$ cat config.mk
export PLATFORM = sky130hd
export DESIGN_NAME = burst_addr_seq
export DESIGN_NICKNAME = d
export VERILOG_FILES = /design/src/rtl/bas_pkg.sv /design/src/rtl/bas_mode_decode.sv /design/src/rtl/bas_line_ctr.sv /design/src/rtl/bas_next_addr.sv /design/src/rtl/burst_addr_seq.sv
export SDC_FILE = /design/constraint.sdc
export NUM_CORES = 1
export LEC_CHECK = 0
export ABC_AREA = 1
export BUFFER_PORTS_ARGS = -buffer_cell sky130_fd_sc_hd__buf_2
export CORE_ASPECT_RATIO = 2
export CORE_MARGIN = 8
export CORE_UTILIZATION = 35
export CTS_CLUSTER_DIAMETER = 30
export DETAILED_ROUTE_END_ITERATION = 16
export GPL_TIMING_DRIVEN = 0
export HOLD_SLACK_MARGIN = 0.1
export PLACE_DENSITY = 0.53
export SLEW_MARGIN = 0
export SYNTH_ARGS = -nofsm -noshare
export SYNTH_HDL_FRONTEND = slang
export SYNTH_SLANG_ARGS = --single-unit
$ cat constraint.sdc
create_clock -name clk -period 3.4 [get_ports clk]
set_input_delay 0.17 -clock clk [delete_from_list [all_inputs] [get_ports clk]]
set_output_delay 0.17 -clock clk [all_outputs]
set_load 0.03 [all_outputs]
$ cat src/rtl/bas_pkg.sv
package bas_pkg;
   typedef enum logic [1:0] {
      BM_LINEAR = 2'd0,
      BM_WRAP   = 2'd1,
      BM_DISC   = 2'd2
   } burst_mode_e;
endpackage

$ cat src/rtl/bas_mode_decode.sv
module bas_mode_decode
   import bas_pkg::*;
#(
   parameter int CNT_W        = 6,
   parameter int MAX_LINE_DW  = 64,
   parameter bit SUPPORT_WRAP = 1'b1
) (
   input  logic [1:0]     code,
   input  logic           wrap_en,
   input  logic [CNT_W:0] line_dw,
   output burst_mode_e    mode,
   output logic [CNT_W-1:0] mask
);
   localparam logic [CNT_W:0] ONE   = {{CNT_W{1'b0}}, 1'b1};
   localparam logic [CNT_W:0] LIMIT = (CNT_W+1)'(MAX_LINE_DW);

   logic [CNT_W:0] size_m1;
   logic           size_ok;
   logic           wrap_ok;

   assign size_m1 = line_dw - ONE;
   assign size_ok = (line_dw != '0) && ((line_dw & size_m1) == '0) && (line_dw <= LIMIT);
   assign mask    = size_ok ? size_m1[CNT_W-1:0] : '0;

   generate
      if (SUPPORT_WRAP) begin : g_wrap
         assign wrap_ok = wrap_en && size_ok;
      end else begin : g_nowrap
         assign wrap_ok = 1'b0;
      end
   endgenerate

   always_comb begin
      case (code)
         2'b00:   mode = BM_LINEAR;
         2'b10:   mode = wrap_ok ? BM_WRAP : BM_DISC;
         default: mode = BM_DISC;
      endcase
   end
endmodule

$ cat src/rtl/bas_line_ctr.sv
module bas_line_ctr #(
   parameter int CNT_W = 6
) (
   input  logic             clk,
   input  logic             rst_n,
   input  logic             clear,
   input  logic             step,
   input  logic [CNT_W-1:0] mask,
   output logic             last
);
   logic [CNT_W-1:0] cnt_q;

   assign last = (cnt_q == mask);

   always_ff @(posedge clk) begin
      if (!rst_n || clear) begin
         cnt_q <= '0;
      end else if (step) begin
         cnt_q <= last ? '0 : cnt_q + 1'b1;
      end
   end
endmodule

$ cat src/rtl/bas_next_addr.sv
module bas_next_addr
   import bas_pkg::*;
#(
   parameter int DW_W  = 30,
   parameter int CNT_W = 6
) (
   input  logic [DW_W-1:0]  cur_dw,
   input  burst_mode_e      mode,
   input  logic [CNT_W-1:0] mask,
   input  logic [CNT_W-1:0] start_off,
   input  logic             last,
   output logic [DW_W-1:0]  nxt_dw
);
   localparam int PAD = DW_W - CNT_W;

   logic [DW_W-1:0] mask_ext;
   logic [DW_W-1:0] off_ext;
   logic [DW_W-1:0] inc;
   logic [DW_W-1:0] base;

   assign mask_ext = {{PAD{1'b0}}, mask};
   assign off_ext  = {{PAD{1'b0}}, start_off};
   assign inc      = cur_dw + 1'b1;
   assign base     = cur_dw & ~mask_ext;

   always_comb begin
      if (mode == BM_WRAP) begin
         if (last) nxt_dw = base + mask_ext + 1'b1 + off_ext;
         else      nxt_dw = base | (inc & mask_ext);
      end else begin
         nxt_dw = inc;
      end
   end
endmodule

$ cat src/rtl/burst_addr_seq.sv
module burst_addr_seq
   import bas_pkg::*;
#(
   parameter int ADDR_W       = 32,
   parameter int MAX_LINE_DW  = 64,
   parameter bit SUPPORT_WRAP = 1'b1,
   localparam int CNT_W       = $clog2(MAX_LINE_DW),
   localparam int LSZ_W       = CNT_W + 1
) (
   input  logic              clk,
   input  logic              rst_n,
   input  logic              addr_phase,
   input  logic [ADDR_W-1:0] addr_in,
   input  logic              phase_done,
   input  logic [LSZ_W-1:0]  line_dw,
   input  logic              wrap_en,
   output logic [ADDR_W-1:0] cur_addr,
   output logic              disc_req
);
   localparam int DW_W = ADDR_W - 2;

   generate
      if (ADDR_W < 8 || ADDR_W > 64) begin : g_bad_width
         $error("burst_addr_seq: ADDR_W must lie in 8..64");
      end
      if (MAX_LINE_DW < 2 || MAX_LINE_DW > 64 || (MAX_LINE_DW & (MAX_LINE_DW - 1)) != 0) begin : g_bad_line
         $error("burst_addr_seq: MAX_LINE_DW must be a power of two in 2..64");
      end
      if (CNT_W >= DW_W) begin : g_bad_ratio
         $error("burst_addr_seq: line larger than address space");
      end
   endgenerate

   burst_mode_e      dec_mode;
   logic [CNT_W-1:0] dec_mask;
   burst_mode_e      mode_q;
   logic [CNT_W-1:0] mask_q;
   logic [CNT_W-1:0] off_q;
   logic [DW_W-1:0]  dw_q;
   logic [DW_W-1:0]  dw_nxt;
   logic             line_last;
   logic             advance;

   bas_mode_decode #(
      .CNT_W(CNT_W), .MAX_LINE_DW(MAX_LINE_DW), .SUPPORT_WRAP(SUPPORT_WRAP)
   ) u_dec (
      .code(addr_in[1:0]), .wrap_en(wrap_en), .line_dw(line_dw),
      .mode(dec_mode), .mask(dec_mask)
   );

   assign advance = phase_done && !addr_phase;

   bas_line_ctr #(.CNT_W(CNT_W)) u_ctr (
      .clk(clk), .rst_n(rst_n), .clear(addr_phase),
      .step(advance && (mode_q == BM_WRAP)),
      .mask(mask_q), .last(line_last)
   );

   bas_next_addr #(.DW_W(DW_W), .CNT_W(CNT_W)) u_nxt (
      .cur_dw(dw_q), .mode(mode_q), .mask(mask_q),
      .start_off(off_q), .last(line_last), .nxt_dw(dw_nxt)
   );

   always_ff @(posedge clk) begin
      if (!rst_n) begin
         dw_q   <= '0;
         mode_q <= BM_LINEAR;
         mask_q <= '0;
         off_q  <= '0;
      end else if (addr_phase) begin
         dw_q   <= addr_in[ADDR_W-1:2];
         mode_q <= dec_mode;
         mask_q <= dec_mask;
         off_q  <= addr_in[CNT_W+1:2] & dec_mask;
      end else if (advance) begin
         dw_q   <= dw_nxt;
      end
   end

   assign cur_addr = {dw_q, 2'b00};
   assign disc_req = (mode_q == BM_DISC);
endmodule

==> run_results.csv <==
group,metric,value,unit
cts,cts_tree,"built",
cts,clockBufferDepth,2,
die,ios,77,
finish,drive_gt1_share,14.3,%
global_route,grt_use_total,21.0,%
global_route,grt_start_max_net_pins,16,
timing,final_hold_viol_count,0,
cts,cts_sinks,50,
worst_setup_path,arrival,3.13,ns
global_route,grt_pass1_wl,28900,um
timing,maxSlewHeadroom,41.5,%
placement,io_buffers,73,
worst_setup_path,endpoint_kind,"register",
cts,cts-buffers-inserted,5,
cts,cts_max_level,2,
yosys,yosysTopAreaCell,"nand2_1",
route,num_vias,5445,
power_and_ir_drop,p_seq_share,39.2,%
worst_setup_path,start_kind,"register",
timing,tightestPinTransition,0.878,ns
route,via_per_inst,5.03,
placement,placed_cell_area,0.00537,mm^2
cts,path_clk_slew,0.07,ns
cts,insertion_delay,0.31,ns
finish,fin_util,41.1,%
finish,stdcell_area,0.00553,mm^2
worst_setup_path,critPathMaxStageDelay,0.53,ns
status,outcome,"complete, no violations",
yosys,synth_top_area_share,21.9,%
yosys,synth_compound_area_share,12.5,%
hold_path,hold_class,"in -> reg",
flow_run,drv_cap,0,
yosys,synth_mux_area_share,0,%
timing,layout_min_cycle_time,2.98,ns
timing,rsz0062_at_grt,"false",
yosys,synthCells,846,
yosys,synth_xor_xnor_area_share,2.74,%
worst_setup_path,cp_cell_sequence,"nor2_1, fa_1, inv_1, fa_1, inv_1, nand3_1, nand3_1, nand2_1, nand2_1, nand3_1, nand3_1, nand3_1, nand2_1, a21oi_1",
power_and_ir_drop,clkPwrFrac,34.6,%
timing,report.final.slew_viol_count,0,
yosys,yosys.area_share.simple,45.6,%
cts,cts_resized,0,
timing,clock_skew,0.0105,ns
die,die_h,182,um
timing,setup_tns,0,ns
global_route,antenna_found_initial,0,
finish,fill_cells,1556,
route,antenna_left,0,
worst_setup_path,worstSetupPathType,"reg -> reg",
route,wl_per_cell,17.1,um
worst_setup_path,cp_common_cell,"nand3_1",
yosys,synth_cell_types,37,
yosys,yosysWarnings,0,
cts,cts_hold_buf,0,
worst_setup_path,cp_slowest_cell,"fa_1",
power_and_ir_drop,ir_worst_vdd,187,uV
yosys,yosysSeqAreaShare,20.8,%
power_and_ir_drop,p_int,1.12,mW
die,die_area,0.0180,mm^2
die,core_area,0.0134,mm^2
finish,fin_nets,995,
die,num_rows,60,
power_and_ir_drop,p_sw_share,35.8,%
yosys,synth-seq-cells,50,
die,start_util,35.7,%
worst_setup_path,cp_max_fo,7,
global_route,grt_pass1_vias,5488,
yosys,netlist_area,0.00480,mm^2
cts,post_cts_buffers,0,
route,drt-initial-drc-count,219,
timing,setup_viol,0,
worst_setup_path,reg2reg_setup_slack,0.42,ns
route,wirelength,18500,um
placement,finalWeightedCongestion,0.972,
finish,antenna_cells,0,
power_and_ir_drop,p_total,1.75,mW
power_and_ir_drop,combPwrFrac,26.2,%
timing,worst_slack,0.424,ns
global_route,grt_overflow,0,
power_and_ir_drop,leakagePower,2.66,nW
worst_setup_path,required,3.55,ns
route,drc,0,
placement,place_inst,1075,
cts,root_buffer,"clkbuf_16",
timing,holdWs,0.123,ns
yosys,yosys-top-cells-area,"nand2_1 (22%), dfxtp_1 (21%), nand3_1 (9.7%)",
power_and_ir_drop,p_sw,0.625,mW
timing,post-route-period-util,87.5,%
timing,timing.fmax,336,MHz
power_and_ir_drop,cellPowerDensity,316,mW/mm^2
placement,dp_slack,0.409,ns
finish,fin_cells,1082,
finish,area_delta_synth_final,15.1,%
yosys,syn_area_per_cell,5.68,um^2
yosys,yosys.area_share.adder,7.19,%
yosys,synth_top_family_by_area,"simple AND/OR/NAND/NOR gates",
die,fp.dieW,98.8,um
route,drt_pre_antenna_iters,6,
placement,place_hpwl,15200,um
placed cells by master, fill, tap and decap left out, types with 16 or more instances in the layout:
master	instances
a21oi_1	56
buf_2	76
dfxtp_1	50
ha_1	18
inv_1	97
nand2_1	280
nand3_1	93
nor2_1	106
nor2_2	16
o21ai_0	33
cell families (layout without fill, tap and decap cells):
kind of cell / after synthesis / count (layout)
simple gates: 521 / 521
buf+inv: 127 / 207
compound gates: 108 / 108
flops: 50 / 50
fa+ha+maj: 24 / 24
xor+xnor: 15 / 15
other cells: 1 / 2
layout make-up:
cell class / count / area (um^2) / share of cell area [%]
buffer: 25 / 146 / 2.65
sequential: 50 / 1000 / 18.1
inverter: 102 / 383 / 6.92
tap: 155 / 194 / 3.51
multi-input combinational: 670 / 3280 / 59.2
clock buffer: 5 / 125 / 2.26
timing repair buffer: 73 / 365 / 6.61
clock inverter: 2 / 38.8 / 0.702
power by group through the flow:
stage / logic (mW) / registers (mW) / clock network, mW
after detailed placement: 0.459 / 0.699 / 0
after floorplan: 0.263 / 0.730 / 0
after global routing: 0.512 / 0.692 / 0.635
final: 0.459 / 0.685 / 0.605
after CTS: 0.462 / 0.685 / 0.619
after global placement: 0.459 / 0.699 / 0
path summary, 6_finish.rpt:
kind / cells past startpoint / to / start
worst max-delay path: 14 / dw_q[16]$_SDFFE_PN0P_ / mask_q[1]$_SDFFE_PN0P_
worst min-delay path: 3 / mode_q[1]$_SDFFE_PN0P_ / addr_in[1]
worst max register to register: 14 / dw_q[16]$_SDFFE_PN0P_ / mask_q[1]$_SDFFE_PN0P_
worst min register to register: 2 / off_q[5]$_SDFFE_PN0P_ / off_q[5]$_SDFFE_PN0P_
critical path: cells and delay by family, from the launching register on:
kind / cells / cell delay, ns
AO/OA/AOI/OAI: 1 / 0.06
adder cells (fa/ha/maj): 2 / 0.99
AND/OR/NAND/NOR: 9 / 1.06
flip-flops: 1 / 0.52
buffers and inverters: 2 / 0.21
flip-flops by register name (all words and copies together) (netlist names), named ones only:
| name | count |
|---|---|
| dw_q | 25 |
| u_ctr.cnt_q | 6 |
| mode_q | 2 |
| off_q | 6 |
| mask_q | 6 |
synthesized netlist by cell type, drive strengths merged:
cell type,n
o22ai,2
ha,18
o21a,1
nor2,123
o21ai,34
inv,101
nand3b,2
nand3,94
xor2,13
conb,1
nor3b,2
a211oi,1
xnor2,2
a22oi,1
nand4,4
a21oi,65
nand2,282
or2,9
clkbuf,13
buf,12
clkinv,1
fa,6
dfxtp,50
nor3,5
o211ai,4
routing by layer:
layer	wire length, um	global-route usage [%]
met5	0	0
met4	1300	14.5
met3	746	3.52
met2	10200	41.1
met1	6260	18.7
Power figures use the tool's default switching activity.
